==> src/rtl/pfc_seq_pkg.sv <==
// Shared types and helpers for the PFC cycle sequencer.
// Assumes every duration is given in nanoseconds and the clock in Hz.
package pfc_seq_pkg;

    typedef enum logic [1:0] {
        ST_OFF = 2'd0,   // inhibit window after turn-off
        ST_ARM = 2'd1,   // waiting for zero current or restart
        ST_ON  = 2'd2    // gate on
    } seq_state_t;

    // Convert a duration to clock cycles, never fewer than one
    function automatic int cycles_of(input longint hz, input longint ns);
        longint c;
        c = (hz * ns) / 64'd1_000_000_000;
        if (c < 1) c = 1;
        return int'(c);
    endfunction

endpackage

==> src/rtl/pfc_sync2.sv <==
// Two-flop synchronizer for a vector of independent asynchronous flags.
// Assumes the flags are level signals; bits are not coherent with each other.
module pfc_sync2 #(
    parameter int W = 1
) (
    input  logic         clk,
    input  logic         rst_n,
    input  logic [W-1:0] d,
    output logic [W-1:0] q
);
    logic [W-1:0] meta;

    // capture and re-time the asynchronous inputs
    always_ff @(posedge clk) begin
        if (!rst_n) begin
            meta <= '0;
            q    <= '0;
        end else begin
            meta <= d;
            q    <= meta;
        end
    end
endmodule

==> src/rtl/pfc_flag_debounce.sv <==
// Persistence filter: held goes high once din has been high for N
// consecutive cycles, and drops the cycle after din goes low.
// Assumes din is already synchronous. clr restarts the count.
module pfc_flag_debounce #(
    parameter int N = 4
) (
    input  logic clk,
    input  logic rst_n,
    input  logic clr,
    input  logic din,
    output logic held
);
    localparam int CW = $clog2(N + 1);
    localparam logic [CW-1:0] LAST = CW'(N - 1);

    logic [CW-1:0] cnt;

    // count consecutive asserted cycles, declare the fault at N
    always_ff @(posedge clk) begin
        if (!rst_n || clr || !din) begin
            cnt  <= '0;
            held <= 1'b0;
        end else if (cnt == LAST) begin
            held <= 1'b1;
        end else begin
            cnt <= cnt + 1'b1;
        end
    end
endmodule

==> src/rtl/pfc_cycle_seq.sv <==
// Critical-conduction-mode PFC gate sequencer.
// Turns the gate on at a zero-current edge (held through the inhibit
// window), or on restart time-out, and ends each on-period on the first
// of overcurrent, on-time end, or maximum on-time. Debounced disable,
// over-voltage and under-voltage flags, and a low enable, hold it off.
// Assumes comparator flags are asynchronous and en is synchronous.
module pfc_cycle_seq
    import pfc_seq_pkg::*;
#(
    parameter int CLK_HZ        = 50_000_000,
    parameter int INHIBIT_NS    = 2_500,
    parameter int RESTART_NS    = 500_000,
    parameter int MAX_ON_NS     = 25_000,
    parameter int DIS_DEB_NS    = 150_000,
    parameter int FLT_DEB_NS    = 70_000,
    parameter bit USE_TON_COUNT = 1'b0,
    parameter int TON_W         = 16
) (
    input  logic             clk,
    input  logic             rst_n,
    input  logic             en,
    input  logic             zcd_below,
    input  logic             oc_trip,
    input  logic             ton_end,
    input  logic             zcd_dis_low,
    input  logic             ov_flag,
    input  logic             uv_flag,
    input  logic [TON_W-1:0] ton_cycles,
    output logic             pfc_gate
);
    localparam int INH_CYC    = cycles_of(CLK_HZ, INHIBIT_NS);
    localparam int RST_CYC    = cycles_of(CLK_HZ, RESTART_NS);
    localparam int MAX_ON_CYC = cycles_of(CLK_HZ, MAX_ON_NS);
    localparam int DIS_CYC    = cycles_of(CLK_HZ, DIS_DEB_NS);
    localparam int FLT_CYC    = cycles_of(CLK_HZ, FLT_DEB_NS);
    localparam int TOP_CYC    = (RST_CYC > MAX_ON_CYC) ? RST_CYC : MAX_ON_CYC;
    localparam int CW         = $clog2(TOP_CYC + 1);
    localparam int NFLT       = 3;

    localparam logic [CW-1:0] INH_LAST = CW'(INH_CYC - 1);
    localparam logic [CW-1:0] RST_LAST = CW'(RST_CYC - 1);
    localparam logic [CW-1:0] ON_LAST  = CW'(MAX_ON_CYC - 1);

    logic [5:0]      raw_flags;
    logic [5:0]      s_flags;
    logic            zs, ocs, tons;
    logic [NFLT-1:0] flt_in;
    logic [NFLT-1:0] flt_held;
    logic            fault_hold;
    logic            run_ok;
    logic            zcd_prev;
    logic            zcd_edge;
    logic            ton_done;
    logic            pend;
    logic [CW-1:0]   cnt;
    seq_state_t      st;

    assign raw_flags = {uv_flag, ov_flag, zcd_dis_low, ton_end, oc_trip, zcd_below};

    pfc_sync2 #(.W(6)) u_sync (
        .clk  (clk),
        .rst_n(rst_n),
        .d    (raw_flags),
        .q    (s_flags)
    );

    assign zs     = s_flags[0];
    assign ocs    = s_flags[1];
    assign tons   = s_flags[2];
    assign flt_in = s_flags[5:3];

    // one persistence filter per hold-off source; index 0 is the disable request
    for (genvar i = 0; i < NFLT; i++) begin : g_deb
        pfc_flag_debounce #(.N((i == 0) ? DIS_CYC : FLT_CYC)) u_deb (
            .clk  (clk),
            .rst_n(rst_n),
            .clr  (!en),
            .din  (flt_in[i]),
            .held (flt_held[i])
        );
    end

    assign fault_hold = |flt_held;
    assign run_ok     = en && !fault_hold;
    assign zcd_edge   = zs && !zcd_prev;

    // on-time source: comparator flag, or elapsed count against the command
    assign ton_done = USE_TON_COUNT
                    ? ((32'(cnt) + 32'd1) >= 32'(ton_cycles))
                    : tons;

    // switching-cycle state machine with shared period counter
    always_ff @(posedge clk) begin
        if (!rst_n) begin
            st       <= ST_OFF;
            cnt      <= '0;
            pend     <= 1'b0;
            zcd_prev <= 1'b0;
        end else begin
            zcd_prev <= zs;
            if (!run_ok) begin
                st   <= ST_OFF;
                cnt  <= '0;
                pend <= 1'b0;
            end else begin
                unique case (st)
                    ST_OFF: begin
                        cnt <= cnt + 1'b1;
                        if (zcd_edge) pend <= 1'b1;
                        if (cnt == INH_LAST) begin
                            if (pend || zcd_edge) begin
                                st   <= ST_ON;
                                cnt  <= '0;
                                pend <= 1'b0;
                            end else begin
                                st <= ST_ARM;
                            end
                        end
                    end
                    ST_ARM: begin
                        cnt <= cnt + 1'b1;
                        if (zcd_edge || cnt == RST_LAST) begin
                            st  <= ST_ON;
                            cnt <= '0;
                        end
                    end
                    ST_ON: begin
                        cnt <= cnt + 1'b1;
                        if (ocs || ton_done || cnt == ON_LAST) begin
                            st  <= ST_OFF;
                            cnt <= '0;
                        end
                    end
                    default: begin
                        st  <= ST_OFF;
                        cnt <= '0;
                    end
                endcase
            end
        end
    end

    assign pfc_gate = (st == ST_ON);

endmodule

==> config.mk <==
export PLATFORM = sky130hd
export DESIGN_NAME = pfc_cycle_seq
export DESIGN_NICKNAME = d
export VERILOG_FILES = /design/src/rtl/pfc_seq_pkg.sv /design/src/rtl/pfc_sync2.sv /design/src/rtl/pfc_flag_debounce.sv /design/src/rtl/pfc_cycle_seq.sv
export SDC_FILE = /design/constraint.sdc
export NUM_CORES = 1
export LEC_CHECK = 0
export BUFFER_PORTS_ARGS = -buffer_cell sky130_fd_sc_hd__buf_2
export CAP_MARGIN = 20
export CORE_ASPECT_RATIO = 1.2
export CORE_MARGIN = 8
export CORE_UTILIZATION = 40
export DETAILED_ROUTE_END_ITERATION = 10
export HOLD_SLACK_MARGIN = 0.05
export PLACE_DENSITY_LB_ADDON = 0.15
export SETUP_SLACK_MARGIN = 0.4
export SYNTH_ARGS = -nofsm -noshare
export SYNTH_HDL_FRONTEND = slang
export SYNTH_HIERARCHICAL = 1
export SYNTH_SLANG_ARGS = --single-unit
==> constraint.sdc <==
create_clock -name clk -period 3.55 [get_ports clk]
set_input_delay 0.1775 -clock clk [delete_from_list [all_inputs] [get_ports clk]]
set_output_delay 0.1775 -clock clk [all_outputs]
set_load 0.03 [all_outputs]
==> summary.md, run 1 <==
| Metric | Value |
|---|---|
| Run status | complete, no violations |
| Cell with the most instances after synthesis | dfxtp_1 |
| Global-route wire length before repair | approximately 11000 um |
| Drt initial violations | 88 |
| Post-DP Area | between 0.003 and 0.004 mm^2 |
| Power Dens Cells | approximately 430 mW/mm^2 |
| Top post-synthesis cells by count | dfxtp_1 (71), a21oi_1 (25), nand3_1 (21) |
| CTS resizes | 0 |
| Vias/cell | 5.707 |
| Number of global-route vias before repair | about 2500 |
| Yosys warnings | 6 |
| Synth Register Bits | 71 |
| Post-synth top flop | dfxtp_1 |
| 1st-pass router iterations | 4 |
| Clock Sinks | slightly above 70 |
| Initial Util | 0.4101 |
| Unrepaired setup endpoints after global routing | no |
| Gp weighted congestion | ~0.73 |
| Layout Skew | between 5 and 6 ps |
| Setup crit end kind | register |
| Fin. Hold Viols | 0 |
| Core Box Area | slightly above 0.008 mm^2 |
| # IOs | 26 |
| Async S/R FF share, synth | 0 |
| Filler cells | around 760 |
| Top-area cell type share of the netlist area | 0.4298 |
| Final min period | 1970 ps |
| Grt ovf | 0 |
| Cell leakage power | about 0.0011 uW |
| Yosys top cell by area | dfxtp_1 |
| Logic gate share of total power | 0.026 |
| Worst Path Max Fanout | 15 |
| Worst EP required | between 3000 and 4000 ps |
| Die Wd | about 99 um |
| Int Pwr | 1260 uW |
| # port buffers | 9 |
| Final period utilization | 0.5549 |
| Clock buffer depth | 2 |
| TritonCTS buffer count | 9 |
| Fin Hold WS | 66.60 ps |
| Initial antenna violation count | 0 |
| TritonCTS clock tree | done |
| H-tree depth | 3 |
| Clk pwr share | 0.460 |
| Clock root buffer | clkbuf_8 |
| # rows | 36 |
| Overall Power | 1583 uW |
| R2r startpoint | g_deb[1].u_deb/held |
| Netlist Area Pre-Place | 0.003307 mm^2 |
| Fin. max-slew vios | 0 |
| Max Used Layer | met4 |
| Sequential cell area | roughly 0.0014 mm^2 |
| P&R area growth vs syn | 10.86% |
| Via count | 2688 |
| Share of post-route cells with drive strength above 1 | 0.1170 |
| Syn Area/Cell | 9.211 um^2 |
| Setup crit start | g_deb[1].u_deb/held |
| DRT antenna net count | 0 |
| Setup CP Type | reg -> reg |
| Synth cell types | 49 |
| Worst reg2reg path depth | 4 |
| Startpoint Class | register |
| Die area | approximately 0.011 mm^2 |
| Setup crit end | cnt[0] |
| Net Sw Frac | 0.2040 |
| HPWL Detailed | 4280 um |
| Drt total wl | between 6000 and 7000 um |
| # diodes | 0 |
| Hold-fix buffers, CTS | 4 |
| Mapped Nets | 390 |
| CP Data Arrival Time | between 2000 and 2500 ps |
| Max frequency | 507.6 MHz |
| Max-slew headroom | 0.5312 |
| Number of remaining DRC errors | 0 |
| Final setup violation count | 0 |
| Met3 WL post-DR | 151 um |
| Sequential area share after synthesis | 0.4298 |
| RR Endpoint | cnt[0] |
| Area of the multi-input gates | about 0.0018 mm^2 |
| CTS clk-pin slew, worst paths | 70 ps |
| Hold WC Path Type | in -> reg |
| Post-route setup TNS | 0 ps |
| Synth area leaders | dfxtp_1 (43%), a21oi_1 (3.8%), nand3_1 (3.2%), o31ai_1 (3.2%), or4_1 (3.2%) |
| Max cap viols | 0 |
| Final nets | ~400 |
| Largest net degree at the start of global routing | 22 |
| FF-to-FF setup slack | 1580 ps |
| Met1 wire length | 3141 um |
| VDD IR-drop max | about 250 uV |
| Number of synthesized flops with an enable pin | 0 |
| Post-Syn Instances | about 360 |
| Worst skew pair latency | between 300 and 400 ps |
| Postcts setup bufs | 0 |
| Met2 routed WL | approximately 3000 um |
| Post-Layout Inst Area | about 0.0037 mm^2 |
| Sw Pwr | 322.8 uW |
| Die height | between 100 and 150 um |
| Wirelength per Cell | about 14 um |
| Worst-margin pin slew | about 700 ps |
| Sequential fraction of design power | 0.514 |
| GR Util All Layers | 0.1193 |
[worst min-delay path by stage]
stage | to | slack, ps | startpoint | cells after the start
floorplan | zcd_prev | 300 | rst_n | 1
global placement | u_sync/meta[4] | 390 | ov_flag | 2
detailed placement | u_sync/meta[4] | 400 | ov_flag | 2
CTS | u_sync/meta[2] | 50 | ton_end | 2
global route | u_sync/meta[2] | 60 | ton_end | 2
finish | u_sync/meta[2] | 70 | ton_end | 2
[placed cells by master, fill, tap and decap left out, drive strengths merged, types with 4 or more instances in the layout]
master and count:
o31ai 14, a21oi 25, buf 9, dlygate4sd3 4, nand3 21, or3 10, xor2 7, or4 14
nand2 19, ha 6, xnor2 12, and2 14, dfxtp 71, mux2i 4, nor3 12, and3b 5
a31oi 15, nor2 11, nand4 15, clkbuf 13, nor4 7, o21ai 9, inv 17
[worst max-delay path, cell delays in order, from the launching register on]
cell and delay (ps):
dfxtp_1 320, nor4b_1 410, and2_1 230, nand4_1 560, a31oi_1 370
[logic make-up after synthesis]
logic type,share of synthesized area
buffers and inverters,0.04010
xor gates and xnor gates,0.05032
muxes,0.01211
and+or+nand+nor,0.2978
DFF,0.4298
AOI/OAI and AO/OA,0.1472
adders and majority gates,0.02270
[routing by layer]
| metal | up-vias | GRT usage |
|---|---|---|
| li1 | 1374 | - |
| met1 | 1276 | 0.1379 |
| met2 | 30 | 0.1963 |
| met3 | 8 | 0.03065 |
| met4 | 0 | 0.06974 |
| met5 | - | 0 |
[per-stage QoR]
stage / setup WS (ps) / cells / utilization
after floorplan: 1740 / 359 / -
after global placement: 1658 / 451 / 0.4219
after detailed placement: 1626 / 451 / 0.4219
after CTS: 1598 / 471 / 0.4547
after global routing: 1282 / 471 / 0.4547
final: 1580 / 471 / 0.4547
[power groups by stage]
stage / logic [uW] / registers [uW] / clock network (uW)
6_report: 41.3 / 814 / 728
5_1_grt: 47.2 / 815 / 785
4_1_cts: 41.9 / 813 / 758
3_5_place_dp: 38.5 / 832 / 0
3_3_place_gp: 38.0 / 832 / 0
2_1_floorplan: 28.3 / 830 / 0
[sequential cells by signal, indices dropped and copies added, names as in the netlist]
name,count
g_deb.u_deb/cnt,37
cnt,15
u_sync/meta,6
u_sync/q,6
g_deb.u_deb/held,3
st,2
pend,1
zcd_prev,1
[cell type report]
type,count,area share
sequential,71,0.3877
clock buffer,13,0.04334
inverter,17,0.01741
multi-input combinational,259,0.4782
clock inverter,3,0.01775
tap,95,0.03242
timing repair buffer,13,0.02321
(Power assumes the default switching activity.)
==> inputs of run 2 (changes only) <==
==> constraint.sdc (replaced) <==
create_clock -name clk -period 1.6 [get_ports clk]
set_input_delay 0.08 -clock clk [delete_from_list [all_inputs] [get_ports clk]]
set_output_delay 0.08 -clock clk [all_outputs]
set_load 0.03 [all_outputs]
==> run 2 against run 1 <==
Power increased by 100%. Global-route usage is 3.8 points higher. Clock power up 76%. Register-to-register slack lost 1600 ps. Die area unchanged. Via count grew 15%. Setup slack lost 1600 ps. Sequential share of layout area fell by 9.2 points. Final area rose by 41%. Combinational power grew to 4.7 times the previous value. First-iteration DRC count shrank 18%. Critical endpoint is now cnt[12]. Largest cell class unchanged. Largest power group unchanged.
==> summary.md, run 2 (same netlist as run 1, synthesis figures left out) <==
| Metric | Value |
|---|---|
| Run status | complete, no violations |
| Max-slew headroom | 0.7331 |
| Post-Layout Inst Area | roughly 0.0052 mm^2 |
| Global-route wire length before repair | 14630 um |
| Clock Sinks | 71 |
| Worst skew pair latency | approximately 350 ps |
| Share of post-route cells with drive strength above 1 | 0.5398 |
| Clock root buffer | clkbuf_8 |
| Die area | 0.01144 mm^2 |
| Worst slack, placed | -27.03 ps |
| Final min period | roughly 1600 ps |
| Post-DP Area | roughly 0.0038 mm^2 |
| VDD IR-drop max | between 300 and 400 uV |
| Largest net degree at the start of global routing | 13 |
| Unrepaired setup endpoints after global routing | yes |
| FF-to-FF setup slack | approximately 14 ps |
| Core Box Area | around 0.0081 mm^2 |
| Number of remaining DRC errors | 0 |
| Top Registers | g_deb.u_deb/cnt x37, cnt x15 |
| HPWL Detailed | about 4700 um |
| Final period utilization | 0.9911 |
| Power Dens Cells | 628.1 mW/mm^2 |
| Setup crit end | cnt[12] |
| Leading cell type in the layout, fill and taps excluded | buf_4 |
| P&R area growth vs syn | 56.15% |
| Grt ovf | 0 |
| Largest register FFs | 37 |
| # diodes | 0 |
| RR Endpoint | cnt[12] |
| Most flop-heavy register | g_deb.u_deb/cnt |
| Final setup violation count | 0 |
| # port buffers | 9 |
| Wirelength per Cell | about 16 um |
| Worst reg2reg path depth | 7 |
| Fin. max-slew vios | 0 |
| Via count | roughly 3100 |
| CP Data Arrival Time | around 1900 ps |
| Startpoint Class | register |
| Clock buffer depth | 2 |
| Worst Path Max Fanout | 8 |
| Cell leakage power | ~0.0018 uW |
| Fin Hold WS | 96.72 ps |
| Setup CP Type | reg -> reg |
| Initial antenna violation count | 0 |
| R2r startpoint | cnt[0] |
| Number of global-route vias before repair | between 3000 and 4000 |
| Final nets | 491 |
| Max cap viols | 0 |
| Gp weighted congestion | 0.7718 |
| PnR worst setup slack | between 10 and 15 ps |
| Drt total wl | slightly below 9000 um |
| Most frequent cells in the layout | buf_4 (53), dfxtp_1 (31), buf_6 (30), dfxtp_4 (22) |
| Fin. Hold Viols | 0 |
| TritonCTS clock tree | done |
| Die height | roughly 120 um |
| Final Instance Count excl. Fillers | between 500 and 600 |
| WHS Path Cells | 2 |
| Hold WC Path Type | in -> reg |
| Max frequency | around 630 MHz |
| Cell count after placement | around 480 |
| Setup crit start | cnt[0] |
| H-tree depth | 3 |
| # rows | 36 |
| CTS clk-pin slew, worst paths | roughly 80 ps |
| TritonCTS buffer count | 9 |
| Initial Util | 0.4101 |
| Drt initial violations | between 70 and 80 |
| DRT antenna net count | 0 |
| GR Util All Layers | 0.1570 |
| Setup crit end kind | register |
| # IOs | 26 |
| Core Util, Final | 0.6404 |
| Worst-margin pin slew | about 400 ps |
| 1st-pass router iterations | 4 |
| Vias/cell | between 5 and 6 |
| Layout Skew | between 6 and 7 ps |
| Worst EP required | around 1900 ps |
| Die Wd | roughly 100 um |
## run 2: cell types whose count changed in the layout (fill, tap and decap cells not counted), sizes merged
cell         delta
bufinv          -2
nand3           +1
clkinv          +2
clkbuf          -1
clkinvlp        +1
nand4           +1
buf            +85
dlygate4sd3     +2
## run 2: layer usage
layer	vias to the layer above	wire length, um	global-route usage	share of wire
li1	1553	-	-	-
met1	1497	3807	0.1769	0.43
met4	0	165	0.06359	0.019
met3	15	235	0.03906	0.027
met2	32	4597	0.2771	0.52
met5	-	0	0	0
## run 2: final cells by class
cell class                 count  area (um^2)
clock buffer                  12        145.1
clock inverter                 4        21.27
fill                         630         2899
inverter                      17        68.82
multi-input combinational    261         2380
sequential                    71         1526
tap                           95        118.9
timing repair buffer         100        903.4
## run 2: critical path: stages (launching register included)
cell and delay (ps):
dfxtp_2 340, buf_6 130, ha_4 150, and3b_1 150, nand4_1 120, nand4_1 220
buf_6 230, a31oi_4 170
## run 2: stage by stage
stage / total power [uW] / TNS (ps)
2_1_floorplan: 1897 / 0
3_3_place_gp: 1946 / 0
3_5_place_dp: 1948 / -27.03
4_1_cts: 3277 / 0
5_1_grt: 3392 / -330.1
6_report: 3243 / 0
## run 2: power by group
group          switching, uW  internal [uW]
logic                   90.5            106
clock network            684            596
registers               13.0           1750
total                    788           2460
## run 2: repair_timing
item | CTS | global route
gates resized for setup | 82 | 69
endpoints found under the hold margin | 6 | 0
setup buffers | 46 | 10
hold buffers | 6 | 0
setup endpoints to repair | 51 | 51
pin swaps | 60 | 33
gates cloned | 4 | 0
## run 2: how the worst min path moves through the flow
stage / startpoint / endpoint / slack, ps
final: rst_n / u_sync/q[5] / 100
after global routing: rst_n / zcd_prev / 100
after CTS: rst_n / zcd_prev / 50
after detailed placement: ov_flag / u_sync/meta[4] / 290
after global placement: ov_flag / u_sync/meta[4] / 290
after floorplan: rst_n / zcd_prev / 210
